===== src/rtl/eag_pkg.sv =====
package eag_pkg;

  typedef enum logic [2:0] {
    AM_INH = 3'd0,
    AM_IMM = 3'd1,
    AM_DIR = 3'd2,
    AM_EXT = 3'd3,
    AM_IDX = 3'd4
  } amode_e;

  localparam int N_PRE = 3;
  // entry 0 is the code that moves the indexed base to Y
  localparam logic [7:0] PRE_CODES [N_PRE] = '{8'h18, 8'h1A, 8'hCD};

endpackage


===== src/rtl/eag_prefix_dec.sv =====
module eag_prefix_dec #(
  parameter int BYTE_W = 8
) (
  input  logic              present,
  input  logic [BYTE_W-1:0] value,
  output logic              use_y,
  output logic              bad
);
  import eag_pkg::*;

  logic [N_PRE-1:0] hit;

  generate
    for (genvar i = 0; i < N_PRE; i++) begin : g_cmp
      assign hit[i] = present && (value == BYTE_W'(PRE_CODES[i]));
    end
  endgenerate

  assign use_y = hit[0];
  assign bad   = present && (hit == '0);
endmodule


===== src/rtl/eag_len.sv =====
module eag_len (
  input  logic [2:0] mode,
  input  logic       wide,
  output logic [1:0] count
);
  import eag_pkg::*;

  always_comb begin
    case (mode)
      AM_IMM:          count = wide ? 2'd2 : 2'd1;
      AM_DIR, AM_IDX:  count = 2'd1;
      AM_EXT:          count = 2'd2;
      default:         count = 2'd0;
    endcase
  end
endmodule


===== src/rtl/eag_addr_calc.sv =====
module eag_addr_calc #(
  parameter int BYTE_W = 8
) (
  input  logic [2:0]          mode,
  input  logic                wide,
  input  logic                use_y,
  input  logic                bad,
  input  logic [BYTE_W-1:0]   b0,
  input  logic [BYTE_W-1:0]   b1,
  input  logic [2*BYTE_W-1:0] base_x,
  input  logic [2*BYTE_W-1:0] base_y,
  output logic [2*BYTE_W-1:0] ea,
  output logic                access,
  output logic [2*BYTE_W-1:0] imm
);
  import eag_pkg::*;

  localparam int ADDR_W = 2 * BYTE_W;

  logic [ADDR_W-1:0] base;
  logic [ADDR_W-1:0] sum;
  logic [ADDR_W-1:0] raw;
  logic              needs_mem;

  assign base = use_y ? base_y : base_x;
  // carry out of the top bit is discarded: wrap modulo 2^ADDR_W
  assign sum  = base + {{BYTE_W{1'b0}}, b0};

  always_comb begin
    raw       = '0;
    needs_mem = 1'b0;
    case (mode)
      AM_DIR: begin raw = {{BYTE_W{1'b0}}, b0}; needs_mem = 1'b1; end
      AM_EXT: begin raw = {b0, b1};             needs_mem = 1'b1; end
      AM_IDX: begin raw = sum;                  needs_mem = 1'b1; end
      default: ;
    endcase
  end

  assign access = needs_mem && !bad;
  assign ea     = access ? raw : '0;

  always_comb begin
    imm = '0;
    if (mode == AM_IMM)
      imm = wide ? {b0, b1} : {{BYTE_W{1'b0}}, b0};
  end
endmodule


===== src/rtl/eag_top.sv =====
module eag_top #(
  parameter int BYTE_W = 8
) (
  input  logic                clk,
  input  logic                rst,
  input  logic                in_valid,
  input  logic [2:0]          mode,
  input  logic                wide,
  input  logic                pre_present,
  input  logic [BYTE_W-1:0]   pre_byte,
  input  logic [BYTE_W-1:0]   opnd0,
  input  logic [BYTE_W-1:0]   opnd1,
  input  logic [2*BYTE_W-1:0] idx_x,
  input  logic [2*BYTE_W-1:0] idx_y,
  output logic                out_valid,
  output logic [2*BYTE_W-1:0] ea,
  output logic                mem_access,
  output logic [1:0]          byte_count,
  output logic [2*BYTE_W-1:0] imm_value,
  output logic                pre_err
);
  localparam int ADDR_W = 2 * BYTE_W;

  logic              sel_y, bad_pre, acc_n;
  logic [1:0]        cnt_n;
  logic [ADDR_W-1:0] ea_n, imm_n;

  eag_prefix_dec #(.BYTE_W(BYTE_W)) u_pre (
    .present(pre_present), .value(pre_byte), .use_y(sel_y), .bad(bad_pre)
  );

  eag_len u_len (.mode(mode), .wide(wide), .count(cnt_n));

  eag_addr_calc #(.BYTE_W(BYTE_W)) u_calc (
    .mode(mode), .wide(wide), .use_y(sel_y), .bad(bad_pre),
    .b0(opnd0), .b1(opnd1), .base_x(idx_x), .base_y(idx_y),
    .ea(ea_n), .access(acc_n), .imm(imm_n)
  );

  always_ff @(posedge clk) begin
    if (rst) begin
      out_valid  <= 1'b0;
      ea         <= '0;
      mem_access <= 1'b0;
      byte_count <= '0;
      imm_value  <= '0;
      pre_err    <= 1'b0;
    end else begin
      out_valid <= in_valid;
      if (in_valid) begin
        ea         <= ea_n;
        mem_access <= acc_n;
        byte_count <= cnt_n;
        imm_value  <= imm_n;
        pre_err    <= bad_pre;
      end
    end
  end
endmodule


===== config.mk =====
export PLATFORM = sky130hd
export DESIGN_NAME = eag_top
export DESIGN_NICKNAME = d
export VERILOG_FILES = /design/src/rtl/eag_pkg.sv /design/src/rtl/eag_prefix_dec.sv /design/src/rtl/eag_len.sv /design/src/rtl/eag_addr_calc.sv /design/src/rtl/eag_top.sv
export SDC_FILE = /design/constraint.sdc
export NUM_CORES = 1
export LEC_CHECK = 0
export ABC_AREA = 1
export BUFFER_PORTS_ARGS = -buffer_cell sky130_fd_sc_hd__buf_2
export CORE_ASPECT_RATIO = 1.5
export CORE_MARGIN = 2
export CORE_UTILIZATION = 50
export CTS_CLUSTER_SIZE = 8
export DETAILED_ROUTE_END_ITERATION = 8
export HOLD_SLACK_MARGIN = 0.06
export PLACE_DENSITY = 0.82
export SYNTH_ARGS = -nofsm -noshare
export SYNTH_HDL_FRONTEND = slang
export SYNTH_SLANG_ARGS = --single-unit

===== constraint.sdc =====
create_clock -name clk -period 6.1 [get_ports clk]
set_clock_uncertainty 0.1 [all_clocks]
set_input_delay 1.83 -clock clk [delete_from_list [all_inputs] [get_ports clk]]
set_output_delay 1.83 -clock clk [all_outputs]
set_load 0.02 [all_outputs]

======== Word-level counts from Yosys, hierarchy flattened ========
Cells that the tools add are included.
W data, S select, Z words.
storage, ports and cells
  register bits ........................... 37
  input bits .............................. 64
  output and inout port bits .............. 37
  word-level logic and storage cells ...... 31
cells by class
  $add $sub $neg .......................... 1
  equality and inequality tests ........... 7
  muxes and demuxes ....................... 8
  reduce and logical (&&, ||, !) cells .... 9
operators by type and width
  kind                  number
  $mux W16              4
  $pmux W16 S3          1
  $add A16 B8 Y16       1
  $eq A8 B5 Y1 const B  2
  $eq A8 B8 Y1 const B  1
  $eq A3 B2 Y1 const B  2
  $pmux W2 S3           1
  $logic_and A1 B1 Y1   5
  $eq A3 B1 Y1 const B  1
  $eq A3 B3 Y1 const B  1
  $logic_not A3 Y1      1
  $reduce_or A3 Y1      1
  $mux W2               1
  $reduce_or A2 Y1      1
  $logic_not A1 Y1      1
  $mux W1               1

======== Depth between registers and ports, before layout ========
Gate-level depths: netlist of the first run.
  depth in word-level cells ............... 7
  gate-level depth with buffers ........... 23
  gate-level depth less buffers ........... 21

======== Modules after synthesis ========
From an unflattened synthesis of the first run, not the netlist that was laid out.
second synthesis, totals
  cells, all modules ...................... 551
  area, all modules ....................... 3099.2 µm²
by module, submodules not included
  module          instances  cells an instance  area each (µm²)
  eag_top         1          231                1547.7
  eag_addr_calc   1          283                1402.6
  eag_prefix_dec  1          27                 105.1
  eag_len         1          10                 43.8

======== Worst setup path after synthesis of the first run ========
Ideal clock, no wire load.
  path type ............................... input -> register
  start ................................... input pre_byte[1]
  end ..................................... register ea[12]
  library setup time ...................... 0.071 ns
  arrival time ............................ 4.204 ns
  setup slack ............................. 1.724 ns
  stages .................................. 23
  buffers on the path ..................... 2
  cell sequence ........................... inv_1 nand3_2 nor2_8 nand2_4 buf_6 buf_6 mux2_2 ha_1 inv_1 fa_1 inv_1 nand3_1 o211ai_1 nand2_1 nand2_1 nand2_1 nor2_2 nand2_1 nand2_1 nand3_1 o21ai_1 nand2_1 a21oi_1
on the way
  longest elaborated chain between the ends .. 7
  elaborated cells between the ends (all ways) .. 14
  classes of those cells .................. add/sub: 1; eq/ne: 3; mux: 3; reduce/logical: 7
ends and longest elaborated chain
  element                                                                  line                 text
  from (decl)                                                              eag_top.sv:10        input logic [BYTE_W-1:0] pre_byte,
  parallel branches: the longest is 6 deep, another holds $add A16 B8 Y16  n/a
  $mux W16 *                                                               eag_addr_calc.sv:41  assign ea = access ? raw : '0;
  to (signal assigned)                                                     eag_top.sv:51        ea <= ea_n;
  to (decl)                                                                eag_top.sv:16        output logic [2*BYTE_W-1:0] ea,
Mark *: on every way between the ends.
A chain may end at the register's enable or synchronous reset.

======== Worst setup path after layout of the first run ========
Same ends and word-level chain as after synthesis.

==> results of run 1 <==
## critical path: cells and delay by family
family | cells | cell delay, ns
and+or+nand+nor | 12 | 1.22
muxes | 1 | 0.28
AOI/OAI and AO/OA | 3 | 0.32
buffers and inverters | 4 | 0.33
adders and majority gates | 2 | 0.52
## power groups by stage
| stage | sequential, mW | combinational (mW) | clock, mW |
|---|---|---|---|
| 6_report | 0.248 | 0.130 | 0.219 |
| 5_1_grt | 0.248 | 0.146 | 0.229 |
| 4_1_cts | 0.248 | 0.129 | 0.219 |
| 3_5_place_dp | 0.253 | 0.129 | 0 |
| 3_3_place_gp | 0.253 | 0.127 | 0 |
| 2_1_floorplan | 0.258 | 0.0776 | 0 |
## per-layer routing
| metal | up-vias | track usage, % | share of wire, % |
|---|---|---|---|
| li1 | 1485 | - | - |
| met1 | 1326 | 30.1 | 39 |
| met2 | 116 | 48.4 | 50 |
| met3 | 25 | 3.89 | 6.2 |
| met4 | 0 | 16.7 | 5.0 |
| met5 | - | 0 | 0 |
## state kept, by name (all words and copies together), names as in the netlist
name        cells
out_valid       1
ea             16
pre_err         1
imm_value      16
mem_access      1
byte_count      2
## worst min path at each step
| stage | cells after the start | start | to |
|---|---|---|---|
| global placement | 2 | imm_value[15] | imm_value[15] |
| global route | 2 | ea[13] | ea[13] |
| floorplan | 2 | ea[0] | ea[0] |
| detailed placement | 2 | ea[8] | ea[8] |
| finish | 2 | ea[7] | ea[7] |
| CTS | 2 | ea[8] | ea[8] |
## per-stage QoR
stage	worst slack (ns)	cell area, sq um	util [%]	std cells	hold slack [ns]
floorplan	1.72	2620	-	392	0.445
global placement	1.55	3130	61.6	545	0.349
detailed placement	1.41	3130	61.6	545	0.352
CTS	1.71	3250	63.9	553	0.363
global route	1.44	3250	63.9	553	0.385
finish	1.73	3250	63.9	553	0.364
## Yosys cell counts, types with 2 or more instances
master	n	area [sq um]
ha_1	10	125
buf_2	2	10.0
a21oi_1	35	175
mux2_2	7	78.8
o22ai_1	8	50.1
nand2_2	11	68.8
nor3_1	10	50.1
nor4_1	2	12.5
nand3b_1	2	15.0
a31oi_1	3	18.8
nand2_4	5	56.3
inv_2	3	11.3
nor2_2	3	18.8
nor2_1	13	48.8
or2_2	2	12.5
nand3_1	40	200
dfxtp_1	37	741
inv_1	48	180
nor2_8	2	40.0
nand4_1	4	25.0
nand2_1	94	353
o221ai_1	6	52.6
a21oi_2	2	17.5
o21ai_1	5	25.0
buf_6	2	22.5
o21ai_0	12	60.1
clkbuf_1	12	45.0
clkinv_1	2	7.51
## kinds of logic after synthesis
family,share of synthesized area [%]
adders and majority gates,5.54
AOI/OAI and AO/OA,17.1
DFF,28.3
and+or+nand+nor,35.5
muxes,3.01
buffers and inverters,10.6
## area by class of cell
| type | count | area, sq um |
|---|---|---|
| sequential | 37 | 741 |
| multi-input combinational | 286 | 1600 |
| clock buffer | 7 | 86.3 |
| clock inverter | 1 | 30.0 |
| timing repair buffer | 101 | 508 |
| inverter | 53 | 199 |
| fill | 493 | 1840 |
| tap | 68 | 85.1 |
==> metrics, run 1 <==
Yosys cell types 38; commonest non-fill, non-tap cell in the layout buf_2; DR vias/cell 5.34; post-synthesis cell count 392; CTS tree yes; HP Class flip-flop to flip-flop; Switching Power 0.170 mW; FMAX 0.229 GHz; Setup Viol. Count Final 0; crit path cell chain buf_2, inv_1, nand3_2, nor2_8, nand2_4, mux2_2, ha_1, inv_1, fa_1, inv_1, nand3_1, o211ai_1, nand2_1, nand2_1, nand2_1, nor2_2, nand2_1, nand2_1, nand3_1, o21ai_1, nand2_1, a21oi_1; Clock Latency Late Sink 0.30 ns; largest net degree at the start of global routing 41; Final GP Congestion 0.926; Iteration-0 DRC Markers 224; Max-cap violations 0; crit-path max FO 20; syn_area_per_cell 6.68 sq um; diode count 0; Die X 63.1 microns; combinational share of power 21.8%; FF-to-FF End byte_count[0]; Critical Path Sink ea[12]; vias 2952; sequential-to-total area share from yosys stat 28.3%; initial antenna violation count 0; max-slew violation count 0; Final Routed Wirelength 7390 microns; cells on worst reg2reg path 2; Ys Warns 0; Net Sw Frac 28.5%; row cnt 32; Post-CTS Hold Fix Bufs 0; P per Cell Area 184 nW/um^2; status finished, final reports clean; All-Layer GR Usage 27.2%; power share of the clock group 36.7%; Required @ worst endpoint 6.23 ns; Most used DFF post-synth dfxtp_1; critical path arrival 4.50 ns; startpoint types input port; Antenna Nets Post-Route 0; vias in the first global route 2870; Post-synth EDFFs 0; Die H 92.6 microns; Post-Syn Area 2620 sq um; Final TNS setup 0 ns; Leak 1.66 nW; share of layout cells above drive strength 1 30.1%; Reg2Reg Launch Point byte_count[0]; Avg WL per Cell 13.4 microns; CP Capture Type flip-flop; commonest non-fill, non-tap cells in the layout buf_2 (100), nand2_1 (94), inv_1 (48); port buffer count 100; VDD IR max 0.0814 mV; Layout area overhead 24.1%; sequential power share 41.5%; TritonCTS Buffers 5; Final min period 4.37 ns; cell-internal power 0.427 mW; Worst Setup SP pre_byte[1]; clk buf depth 2; Async SR Flop Fraction 0%; Worst-Margin Slew 1.10 ns; worst setup path category input port to flip-flop; Core ar. 5080 sq um; Rel. slew slack 26.9%; Overall Power 0.598 mW; final period utilization 71.6%; global-route wire length before repair 12700 microns; H-tree depth 2; CTS clk-pin slew, worst paths 0.07 ns; # DRC 0; Initial Util 51.5%; Clock Tree Root clkbuf_8; total grt overflow 0; syn nets 467; TritonCTS Sinks 37; most frequent CP cell nand2_1; Die ar. 5840 sq um; # IOs 101; DP HPWL 5960 microns; Final Hold Violating Endpoints 0; first drt pass iteration count 4; Setup Buffers After CTS 0; Resize count post-CTS 0; flop-to-flop setup slack 5.29 ns; largest stage delay on the critical path 0.36 ns; RSZ-0062 raised after global routing no; post-synthesis register bit count 37; slowest CP cell fa_1; nets 559
(Power assumes the default switching activity.)
==> run 2: changes to the inputs <==
Settings changed: CORE_UTILIZATION 50 to 45, PLACE_DENSITY 0.82 to 0.77.
Clock period 6.1 ns to 3.6 ns, I/O delays scaled along.
==> metrics, run 2 (synthesis results as in run 1) <==
CP Capture Type flip-flop; Setup Buffers After CTS 0 (unchanged); Most Crowded Layer GR met2; diode count 0 (unchanged); GR met2 Demand/Resource 42.1% (-6.3 points); initial antenna violation count 0 (unchanged); met3 Usage GRT 2.32% (-1.6 points); nets 571 (+2.1%); max-slew violation count 0 (unchanged); All-Layer GR Usage 24.2% (-3.0 points); global-route wire length before repair 12500 microns (-1.1%); worst hold start ea[7]; Initial Util 45.9% (-5.6 points); critical path arrival 3.45 ns (-1.05 ns); CTS tree yes; Antenna Nets Post-Route 0 (unchanged); clk buf depth 2 (unchanged); Layout area overhead 27.5%; Final Instance Area 3340 sq um (+2.7%); crit-path max FO 9 (-55%); Leak 1.71 nW (+2.9%); total grt overflow 0 (unchanged); vias 3027 (+2.5%); CTS clk-pin slew, worst paths 0.08 ns (about the same); Die H 97.4 microns (+5.2%); VDD IR max 0.136 mV (+67%); placed cell areas 3250 sq um (+3.9%); Min Hold Slack 0.362 ns (-0.00134 ns); Iteration-0 DRC Markers 243 (+8.5%); HP Class flip-flop to flip-flop; commonest non-fill, non-tap cells in the layout buf_2 (100), nand2_1 (93), inv_1 (47); P per Cell Area 279 nW/um^2 (+52%); Clock Latency Late Sink 0.28 ns (-0.02 ns); vias in the first global route 2816 (-1.9%); final period utilization 94.1%; largest net degree at the start of global routing 28 (-32%); Die X 66.3 microns (+5.1%); Final Routed Wirelength 7550 microns (+2.1%); DR vias/cell 5.32 (-0.34%); startpoint types input port; commonest non-fill, non-tap cell in the layout buf_2; first drt pass iteration count 5 (+1); Final GP Congestion 0.856 (-7.6%); # DRC 0 (unchanged); Clock Tree Root clkbuf_8; status finished, final reports clean; Reg2Reg Launch Point byte_count[0]; RSZ-0062 raised after global routing no; Required @ worst endpoint 3.67 ns (-2.56 ns); Worst Setup SP pre_byte[1]; routing usage on met1 29.2% (-0.94 points); Post-CTS Hold Fix Bufs 0 (unchanged); DP HPWL 6220 microns (+4.3%); Max-cap violations 0 (unchanged); Final min period 3.39 ns; Core ar. 5700 sq um (+12%); Rel. slew slack 66.8% (+40 points); TritonCTS Buffers 5 (unchanged); Avg WL per Cell 13.3 microns (-0.75%); share of layout cells above drive strength 1 32.4% (+2.3 points); Worst-Margin Slew 0.497 ns (-0.598 ns); port buffer count 100 (unchanged); TritonCTS Sinks 37 (unchanged); Top Registers ea (16), imm_value (16), byte_count (2); Setup Viol. Count Final 0 (unchanged); Die ar. 6460 sq um (+10%); H-tree depth 2 (unchanged); FMAX 0.295 GHz; worst setup path category input port to flip-flop; row cnt 34 (+6.3%); # IOs 101 (unchanged); Final Hold Violating Endpoints 0 (unchanged)
[run 2: per-layer routing]
| metal | part of all wire, % | vias to the layer above |
|---|---|---|
| li1 | - | 1508 |
| met1 | 39 | 1372 |
| met2 | 53 | 131 |
| met3 | 5.9 | 16 |
| met4 | 2.8 | 0 |
| met5 | 0 | - |
[run 2: power breakdown]
part	internal [mW]	switching [mW]	total, mW
logic	0.0917	0.142	0.234
registers	0.416	0.00391	0.420
clock network	0.134	0.143	0.277
[run 2: critical path, stage by stage]
cell and delay (ns):
buf_2 0.10, inv_2 0.07, nand3_4 0.09, nor2_8 0.12
nand2_4 0.10, mux2_4 0.23, ha_4 0.12, inv_1 0.04
fa_1 0.35, inv_1 0.08, nand3_1 0.06, o211ai_1 0.14
nand2_1 0.10, nand2_1 0.10, nand2_2 0.06, buf_4 0.13
o21ai_0 0.19, o22ai_1 0.10, nand2_1 0.08, a21oi_1 0.07
[run 2: final timing paths]
path,end,cells after the start,slack (ns)
setup / recovery,ea[10],20,0.21
hold / removal,ea[7],2,0.36
setup reg to reg,byte_count[0],2,2.79
hold reg to reg,ea[7],2,0.36
[run 2: timing repair]
item                                   4_1_cts  5_1_grt
endpoints found under the hold margin        0        0
gates resized for setup                      0        1
setup endpoints to repair                    0        1
[run 2: area by class of cell]
| cell class | count | area [sq um] |
|---|---|---|
| Tap cell | 72 | 90.1 |
| Timing Repair Buffer | 113 | 598 |
| Inverter | 53 | 199 |
| Fill cell | 611 | 2360 |
| Sequential cell | 37 | 741 |
| Clock inverter | 2 | 10.0 |
| Multi-Input combinational cell | 286 | 1630 |
| Clock buffer | 6 | 72.6 |
[run 2: stage by stage]
stage	util [%]	TNS [ns]	worst slack, ns	total power [mW]	std cells
2_1_floorplan	-	0	0.0132	0.571	392
3_3_place_gp	57.1	-0.0176	-0.0176	0.657	561
3_5_place_dp	57.1	-0.167	-0.0844	0.661	561
4_1_cts	58.5	0	0.198	0.932	569
5_1_grt	58.5	0	0.00506	0.973	569
6_report	58.5	0	0.213	0.931	569
